## src/rtl/stamp_latch_pkg.sv

```systemverilog
package stamp_latch_pkg;
  localparam int TIME_W  = 64;
  localparam int DATA_W  = TIME_W / 2;
  localparam int HDR_W   = 4 * DATA_W;
  localparam int ADDR_W  = 3;
  localparam int ETYPE_W = 16;
  localparam int PROTO_W = 8;
  localparam int PORT_W  = 16;
  localparam int VER_W   = 4;
  localparam int MSG_W   = 4;

  localparam logic [ADDR_W-1:0] ADDR_CTRL = 3'd0;
  localparam logic [ADDR_W-1:0] ADDR_RXLO = 3'd1;
  localparam logic [ADDR_W-1:0] ADDR_RXHI = 3'd2;
  localparam logic [ADDR_W-1:0] ADDR_TXLO = 3'd3;
  localparam logic [ADDR_W-1:0] ADDR_TXHI = 3'd4;

  typedef enum logic [1:0] {
    FILT_NONE = 2'd0,
    FILT_V1   = 2'd1,
    FILT_V2   = 2'd2,
    FILT_ALL  = 2'd3
  } rxFilt_e;

  typedef struct packed {
    logic    pktMode;
    logic    srcChk;
    logic    v1Sel;
    rxFilt_e filt;
    logic    txEn;
    logic    rxEn;
  } stampCfg_t;

  localparam int CFG_W = $bits(stampCfg_t);

  typedef struct packed {
    logic rxCap;
    logic txCap;
    logic hdrEmit;
  } stampStrb_t;
endpackage

```

## src/rtl/stamp_filter.sv

```systemverilog
module stamp_filter
  import stamp_latch_pkg::*;
#(
  parameter logic [ETYPE_W-1:0] PTP_ETYPE = 16'h88F7,
  parameter logic [PORT_W-1:0]  EVT_PORT  = 16'h013F,
  parameter logic [PROTO_W-1:0] UDP_PROTO = 8'd17
) (
  input  rxFilt_e             filtSel,
  input  logic                v1Sel,
  input  logic                srcChk,
  input  logic [ETYPE_W-1:0]  etherType,
  input  logic [PROTO_W-1:0]  ipProto,
  input  logic [PORT_W-1:0]   srcPort,
  input  logic [PORT_W-1:0]   dstPort,
  input  logic [VER_W-1:0]    ptpVer,
  input  logic [MSG_W-1:0]    msgType,
  output logic                filtHit
);
  localparam logic [MSG_W-1:0] EVT_LIMIT = MSG_W'(4);

  logic l2Hit, l4Hit, portOk;

  always_comb begin
    portOk  = !srcChk || (srcPort == EVT_PORT);
    l2Hit   = (etherType == PTP_ETYPE);
    l4Hit   = (ipProto == UDP_PROTO) && (dstPort == EVT_PORT) && portOk;
    unique case (filtSel)
      FILT_NONE: filtHit = 1'b0;
      FILT_V1:   filtHit = l4Hit && (ptpVer == VER_W'(1)) &&
                           (msgType == MSG_W'(v1Sel));
      FILT_V2:   filtHit = (l2Hit || l4Hit) && (ptpVer == VER_W'(2)) &&
                           (msgType < EVT_LIMIT);
      default:   filtHit = 1'b1;
    endcase
  end
endmodule

```

## src/rtl/stamp_ctrl.sv

```systemverilog
module stamp_ctrl
  import stamp_latch_pkg::*;
(
  input  logic              clk,
  input  logic              rstN,
  input  logic              rxEvt,
  input  logic              txMark,
  input  logic              filtHit,
  input  logic              regWr,
  input  logic              regRd,
  input  logic [ADDR_W-1:0] regAddr,
  input  logic [CFG_W-1:0]  regWdata,
  output stampCfg_t         cfg,
  output logic              rxValid,
  output logic              txValid,
  output stampStrb_t        strb,
  output logic [DATA_W-1:0] statusWord
);
  logic rxRel, txRel;

  always_comb begin
    rxRel        = regRd && (regAddr == ADDR_RXHI);
    txRel        = regRd && (regAddr == ADDR_TXHI);
    strb.rxCap   = rxEvt && cfg.rxEn && !cfg.pktMode && filtHit && !rxValid;
    strb.txCap   = txMark && cfg.txEn && !txValid;
    strb.hdrEmit = rxEvt && cfg.rxEn && cfg.pktMode;
  end

  always_comb begin
    statusWord           = '0;
    statusWord[CFG_W-1:0] = cfg;
    statusWord[8]        = rxValid;
    statusWord[9]        = txValid;
  end

  always_ff @(posedge clk or negedge rstN) begin
    if (!rstN) begin
      cfg     <= '0;
      rxValid <= 1'b0;
      txValid <= 1'b0;
    end else begin
      if (regWr && (regAddr == ADDR_CTRL)) cfg <= stampCfg_t'(regWdata);
      if (strb.rxCap)      rxValid <= 1'b1;
      else if (rxRel)      rxValid <= 1'b0;
      if (strb.txCap)      txValid <= 1'b1;
      else if (txRel)      txValid <= 1'b0;
    end
  end


  rx_lock_chk: assert property (@(posedge clk) disable iff (!rstN)
    rxValid && !(regRd && regAddr == ADDR_RXHI) |=> rxValid);

  rx_release_chk: assert property (@(posedge clk) disable iff (!rstN)
    $fell(rxValid) |-> $past(regRd && regAddr == ADDR_RXHI));

  tx_release_chk: assert property (@(posedge clk) disable iff (!rstN)
    $fell(txValid) |-> $past(regRd && regAddr == ADDR_TXHI));

  rx_enable_chk: assert property (@(posedge clk) disable iff (!rstN)
    $rose(rxValid) |-> $past(cfg.rxEn && rxEvt && filtHit));

  tx_enable_chk: assert property (@(posedge clk) disable iff (!rstN)
    $rose(txValid) |-> $past(cfg.txEn && txMark));
endmodule

```

## src/rtl/stamp_datapath.sv

```systemverilog
module stamp_datapath
  import stamp_latch_pkg::*;
(
  input  logic              clk,
  input  logic              rstN,
  input  stampStrb_t        strb,
  input  logic [TIME_W-1:0] timeNow,
  input  logic [ADDR_W-1:0] regAddr,
  input  logic [DATA_W-1:0] statusWord,
  output logic [DATA_W-1:0] regRdata,
  output logic              hdrValid,
  output logic [HDR_W-1:0]  hdrData
);
  logic [TIME_W-1:0] rxStamp, txStamp;

  always_ff @(posedge clk or negedge rstN) begin
    if (!rstN) begin
      rxStamp  <= '0;
      txStamp  <= '0;
      hdrValid <= 1'b0;
      hdrData  <= '0;
    end else begin
      if (strb.rxCap) rxStamp <= timeNow;
      if (strb.txCap) txStamp <= timeNow;
      hdrValid <= strb.hdrEmit;
      if (strb.hdrEmit) hdrData <= {timeNow, {(2*DATA_W){1'b0}}};
    end
  end

  always_comb begin
    unique case (regAddr)
      ADDR_CTRL: regRdata = statusWord;
      ADDR_RXLO: regRdata = rxStamp[DATA_W-1:0];
      ADDR_RXHI: regRdata = rxStamp[TIME_W-1:DATA_W];
      ADDR_TXLO: regRdata = txStamp[DATA_W-1:0];
      ADDR_TXHI: regRdata = txStamp[TIME_W-1:DATA_W];
      default:   regRdata = '0;
    endcase
  end


  rx_capture_chk: assert property (@(posedge clk) disable iff (!rstN)
    strb.rxCap |=> rxStamp == $past(timeNow));

  tx_capture_chk: assert property (@(posedge clk) disable iff (!rstN)
    strb.txCap |=> txStamp == $past(timeNow));

  hdr_layout_chk: assert property (@(posedge clk) disable iff (!rstN)
    hdrValid |-> (hdrData[2*DATA_W-1:0] == '0) &&
                 (hdrData[HDR_W-1:2*DATA_W] == $past(timeNow)));
endmodule

```

## src/rtl/event_stamp_latch.sv

```systemverilog
module event_stamp_latch
  import stamp_latch_pkg::*;
(
  input  logic               clk,
  input  logic               rstN,
  input  logic [TIME_W-1:0]  timeNow,
  input  logic               rxEvt,
  input  logic [ETYPE_W-1:0] rxEtherType,
  input  logic [PROTO_W-1:0] rxIpProto,
  input  logic [PORT_W-1:0]  rxSrcPort,
  input  logic [PORT_W-1:0]  rxDstPort,
  input  logic [VER_W-1:0]   rxPtpVer,
  input  logic [MSG_W-1:0]   rxMsgType,
  input  logic               txMark,
  input  logic               regWr,
  input  logic               regRd,
  input  logic [ADDR_W-1:0]  regAddr,
  input  logic [CFG_W-1:0]   regWdata,
  output logic [DATA_W-1:0]  regRdata,
  output logic               rxValid,
  output logic               txValid,
  output logic               hdrValid,
  output logic [HDR_W-1:0]   hdrData
);
  stampCfg_t         cfg;
  stampStrb_t        strb;
  logic              filtHit;
  logic [DATA_W-1:0] statusWord;

  stamp_filter u_filter (
    .filtSel(cfg.filt), .v1Sel(cfg.v1Sel), .srcChk(cfg.srcChk),
    .etherType(rxEtherType), .ipProto(rxIpProto), .srcPort(rxSrcPort),
    .dstPort(rxDstPort), .ptpVer(rxPtpVer), .msgType(rxMsgType),
    .filtHit(filtHit)
  );

  stamp_ctrl u_ctrl (
    .clk(clk), .rstN(rstN), .rxEvt(rxEvt), .txMark(txMark), .filtHit(filtHit),
    .regWr(regWr), .regRd(regRd), .regAddr(regAddr), .regWdata(regWdata),
    .cfg(cfg), .rxValid(rxValid), .txValid(txValid), .strb(strb),
    .statusWord(statusWord)
  );

  stamp_datapath u_dp (
    .clk(clk), .rstN(rstN), .strb(strb), .timeNow(timeNow), .regAddr(regAddr),
    .statusWord(statusWord), .regRdata(regRdata), .hdrValid(hdrValid),
    .hdrData(hdrData)
  );
endmodule

```

## config.mk

```make
export PLATFORM = sky130hd
export DESIGN_NAME = event_stamp_latch
export DESIGN_NICKNAME = d
export VERILOG_FILES = /design/src/rtl/stamp_latch_pkg.sv /design/src/rtl/stamp_filter.sv /design/src/rtl/stamp_ctrl.sv /design/src/rtl/stamp_datapath.sv /design/src/rtl/event_stamp_latch.sv
export SDC_FILE = /design/constraint.sdc
export NUM_CORES = 1
export LEC_CHECK = 0
export BUFFER_PORTS_ARGS = -buffer_cell sky130_fd_sc_hd__buf_2
export CAP_MARGIN = 25
export CORE_MARGIN = 3
export CORE_UTILIZATION = 51
export CTS_CLUSTER_DIAMETER = 200
export DETAILED_ROUTE_END_ITERATION = 7
export PLACE_DENSITY = 0.81
export RECOVER_POWER = 50
export REMOVE_ABC_BUFFERS = 1
export SLEW_MARGIN = 5
export SYNTH_ARGS = -nofsm -noshare
export SYNTH_HDL_FRONTEND = slang
export SYNTH_SLANG_ARGS = --single-unit
export TNS_END_PERCENT = 1
```

## constraint.sdc

```tcl
create_clock -name clk -period 2.75 [get_ports clk]
set_clock_uncertainty 0.2 [all_clocks]
set_input_delay 0.1375 -clock clk [delete_from_list [all_inputs] [get_ports clk]]
set_output_delay 0.1375 -clock clk [all_outputs]
set_load 0.01 [all_outputs]
```

==> results_tabular.tex <==
\begin{tabular}{lr}
\hline
Metric & Value \\
\hline
\multicolumn{2}{l}{\textbf{Outcome}} \\
\quad Run status & finished with violations \\
\quad Violations in the final reports & capacitance limit, slew limit \\
\multicolumn{2}{l}{\textbf{Timing}} \\
\quad Share of the clock period used by the worst path after layout & 91.6\% \\
\quad Setup repair after global routing missed its margin & no \\
\quad Maximum operating frequency & 397 MHz \\
\quad Count of final max-slew check failures & 78 \\
\quad Endpoints failing setup & 0 \\
\quad Worst Tran Pin Value & 2.02 ns \\
\quad Final period demand of the worst path & $\sim$2.5 ns \\
\quad Tightest slew margin relative to the limit & -34.4\% \\
\quad Hold Fails Final Rpt & 0 \\
\quad Final hold slack & 0.0313 ns \\
\multicolumn{2}{l}{\textbf{Clock tree}} \\
\quad Num Clock Sinks & 202 \\
\quad Clock slew seen by the registers of the worst setup and hold paths & 0.06 ns \\
\quad Clk\_lat worst skew & 0.49 ns \\
\quad Post\_cts resized & 0 \\
\quad Number of levels the H-tree was split into & 1 \\
\quad CTS buffer count & 22 \\
\quad Cts-stage hold buffer count & 74 \\
\quad Clock tree from TritonCTS & done \\
\quad Number of setup buffers added after CTS & 0 \\
\quad CTS root buf & sky130\_fd\_sc\_hd\_\_clkbuf\_16 \\
\quad Buffers from clock root to sink, at most & 3 \\
\multicolumn{2}{l}{\textbf{Route}} \\
\quad Total detailed-routing wirelength & approximately 24 mm \\
\quad Number of detailed-routing iterations run before antenna repair & 4 \\
\quad Number of vias in the routed layout & around 6.5k \\
\quad DRC violations left & 0 \\
\quad Starting DRT DRC Count & $\sim$280 \\
\quad Drt via density & 5.31 \\
\quad Number of nets still failing antenna checks after routing & 0 \\
\quad Wire length per cell after detailed routing & 19.2 µm \\
\multicolumn{2}{l}{\textbf{Final layout}} \\
\quad Share of the core filled with cells & 67.9\% \\
\quad Area growth, synth to finish & 29.2\% \\
\quad Commonest non-fill, non-tap cells in the layout & sky130\_fd\_sc\_hd\_\_dfrtp\_1 (202), sky130\_fd\_sc\_hd\_\_buf\_2 (198), sky130\_fd\_sc\_hd\_\_mux2\_2 (150), sky130\_fd\_sc\_hd\_\_dlygate4sd3\_1 (74), sky130\_fd\_sc\_hd\_\_conb\_1 (64) \\
\quad Most common cell after layout, fill and taps aside & sky130\_fd\_sc\_hd\_\_dfrtp\_1 \\
\quad Fin cells & about 1.2k \\
\quad Fraction of final layout cells with drive strength greater than 1 & a little under half \\
\quad Total number of nets in the final design & 1131 \\
\quad Number of fillers in the final layout & 1226 \\
\multicolumn{2}{l}{\textbf{Global route}} \\
\quad Wire length of the first global-routing pass & approximately 37 mm \\
\quad Via count of the first global-routing pass & about 7.0k \\
\quad Largest net degree at the start of global routing & 80 \\
\quad Congestion Overflow GR & 0 \\
\quad Antenna violations before repair & 0 \\
\quad Total global routing track utilization & 23.3\% \\
\multicolumn{2}{l}{\textbf{Yosys}} \\
\quad Gate count of the mapped netlist & 661 \\
\quad Proportion of netlist area held by the largest area contributor & between 50\% and 60\% \\
\quad Netlist area before placement & 9190 µm² \\
\quad EDFF count, synth & 0 \\
\quad Top cells by area, synth & sky130\_fd\_sc\_hd\_\_dfrtp\_1 (55\%), sky130\_fd\_sc\_hd\_\_mux2\_2 (18\%), sky130\_fd\_sc\_hd\_\_mux2\_4 (8.0\%) \\
\quad Most common flop cell mapped by yosys & sky130\_fd\_sc\_hd\_\_dfrtp\_1 \\
\quad Count of state elements after synthesis & 202 \\
\quad Yosys warning count & 0 \\
\quad Synthesized area per cell & around 14 µm² \\
\quad Netlist cell types & 35 \\
\quad Async set-or-reset flop fraction in the synthesized netlist & 100\% \\
\quad Cell type with the largest total area after synthesis & sky130\_fd\_sc\_hd\_\_dfrtp\_1 \\
\quad Sequential element share of the synthesized area & a little under three fifths \\
\multicolumn{2}{l}{\textbf{Setup path}} \\
\quad Crit path buf inv count & 1 \\
\quad WS Path Type & flip-flop to flip-flop \\
\quad Arrival time at the worst endpoint & 2.69 ns \\
\quad Top cell family by delay on the critical path & simple AND/OR/NAND/NOR gates \\
\quad Startpoint Class & flip-flop \\
\quad Top fanout value on the critical path & 27 \\
\quad Max stage delay cell, worst path & sky130\_fd\_sc\_hd\_\_or4b\_2 \\
\quad Required time worst endpoint & 2.92 ns \\
\quad Worst path cell trace & nand2\_1, or4b\_2, nor3\_1, a41oi\_4, buf\_4, mux2\_4 \\
\quad Largest stage delay on the critical path & roughly 0.63 ns \\
\quad Endpoint type of the worst setup path & flip-flop \\
\multicolumn{2}{l}{\textbf{Power and ir drop}} \\
\quad Worst supply voltage drop on vdd & 0.716 mV \\
\quad Leak pwr & 5.91 nW \\
\quad Pwr per Cell Area & around 930 nW/µm² \\
\quad Design Power & 11.0 mW \\
\multicolumn{2}{l}{\textbf{Placed design}} \\
\quad Half-perimeter wire length after placement & 15.1 mm \\
\quad Total placed cells including tap cells & 1114 \\
\quad Buffers on Ports & 242 \\
\quad Gp weighted congestion & 0.869 \\
\multicolumn{2}{l}{\textbf{Die}} \\
\quad Number of placement rows & 48 \\
\quad Effective utilization at floorplan & 52.6\% \\
\quad Io pins & 307 \\
\quad Total die area & 19700 µm² \\
\quad Die extent in x & 140 µm \\
\quad Die Ht & 140 µm \\
\quad Core outline area & 17500 µm² \\
\multicolumn{2}{l}{\textbf{Job}} \\
\quad Total of max-cap violations & 1 \\
\multicolumn{2}{l}{\textbf{Min path}} \\
\quad Type of the tightest min-delay check & primary input to flip-flop \\
\hline
\end{tabular}
-- flip-flops by register name, summed over array words and instances, names as in the netlist --
| register | cells |
|---|---|
| u_dp.rxStamp | 64 |
| u_dp.hdrData | 64 |
| u_ctrl.cfg | 7 |
| u_dp.hdrValid | 1 |
| u_ctrl.txValid | 1 |
| u_ctrl.rxValid | 1 |
| u_dp.txStamp | 64 |
-- synthesized netlist by cell type, types with 5 or more instances --
cell,n
sky130_fd_sc_hd__a21oi_1,9
sky130_fd_sc_hd__a22oi_1,46
sky130_fd_sc_hd__buf_4,65
sky130_fd_sc_hd__buf_6,5
sky130_fd_sc_hd__clkbuf_1,25
sky130_fd_sc_hd__dfrtp_1,202
sky130_fd_sc_hd__mux2_2,150
sky130_fd_sc_hd__mux2_4,49
sky130_fd_sc_hd__mux2i_1,18
sky130_fd_sc_hd__nand2_1,31
sky130_fd_sc_hd__nor2_1,13
sky130_fd_sc_hd__nor4b_1,5
sky130_fd_sc_hd__o22ai_1,9
-- through the flow --
step | TNS, ns | setup WS (ns) | area (µm²)
floorplan | -285.12 | -3.97 | 8780
global placement | 0 | 0.228 | 10600
detailed placement | 0 | 0.188 | 10600
CTS | 0 | 0.222 | 12000
global route | 0 | 0.0824 | 11900
finish | 0 | 0.231 | 11900
-- final timing paths --
path	start	end	slack, ns	cells past startpoint
setup / recovery	u_ctrl.cfg[0]$_DFFE_PN0P_	u_dp.rxStamp[20]$_DFFE_PN0P_	0.23	6
hold / removal	txMark	u_ctrl.txValid$_DFFE_PN0P_	0.03	4
setup reg to reg	u_ctrl.cfg[0]$_DFFE_PN0P_	u_dp.rxStamp[20]$_DFFE_PN0P_	0.23	6
hold reg to reg	u_dp.hdrData[88]$_DFFE_PN0P_	u_dp.hdrData[88]$_DFFE_PN0P_	0.30	1
max in group asynchronous	rstN	u_dp.txStamp[26]$_DFFE_PN0P_	0.42	3
min in group asynchronous	rstN	u_dp.hdrData[108]$_DFFE_PN0P_	0.53	2
-- metal layers --
layer | global-route usage, % | up-vias | routed length (µm)
met2 | 40.7 | 264 | 11800
met1 | 29.5 | 3285 | 9570
met4 | 5.46 | 0 | 514
li1 | - | 2916 | -
met5 | 0 | - | 0
met3 | 5.50 | 51 | 1670
-- cell families (layout without fill, tap and decap cells) --
logic type                count (synthesis)  count (layout)  synth area share [%]
muxes                                   217             217                  28.4
DFF                                     202             202                  55.0
buffers and inverters                   100             376                  7.15
and+or+nand+nor                          71              71                  4.03
AOI/OAI and AO/OA                        69              69                  5.31
other                                     1              65                0.0408
xor gates and xnor gates                  1               1                0.0953
-- report_power, final --
group,leakage (nW),total [mW],switching (mW),internal [mW]
sequential,2.51,5.05,0.747,4.31
clock,0.322,2.71,1.16,1.56
combinational,3.08,3.25,1.41,1.84
total,5.91,11.0,3.32,7.70
-- final cells by class --
class / instances / area [µm²] / area share, %
Timing Repair Buffer: 336 / 2110 / 17.8
Clock buffer: 31 / 614 / 5.18
Multi-Input combinational cell: 422 / 3750 / 31.6
Tap cell: 225 / 282 / 2.37
Antenna cell: 1 / 2.50 / 0.0211
Sequential cell: 202 / 5050 / 42.6
Clock inverter: 6 / 43.8 / 0.369
Inverter: 3 / 11.3 / 0.0949
-- tightest hold or removal path: cells and delay by family --
kind | cells | cell delay [ns]
buffers and inverters | 2 | 0.33
AND/OR/NAND/NOR | 2 | 0.21
Power figures use the tool's default switching activity.
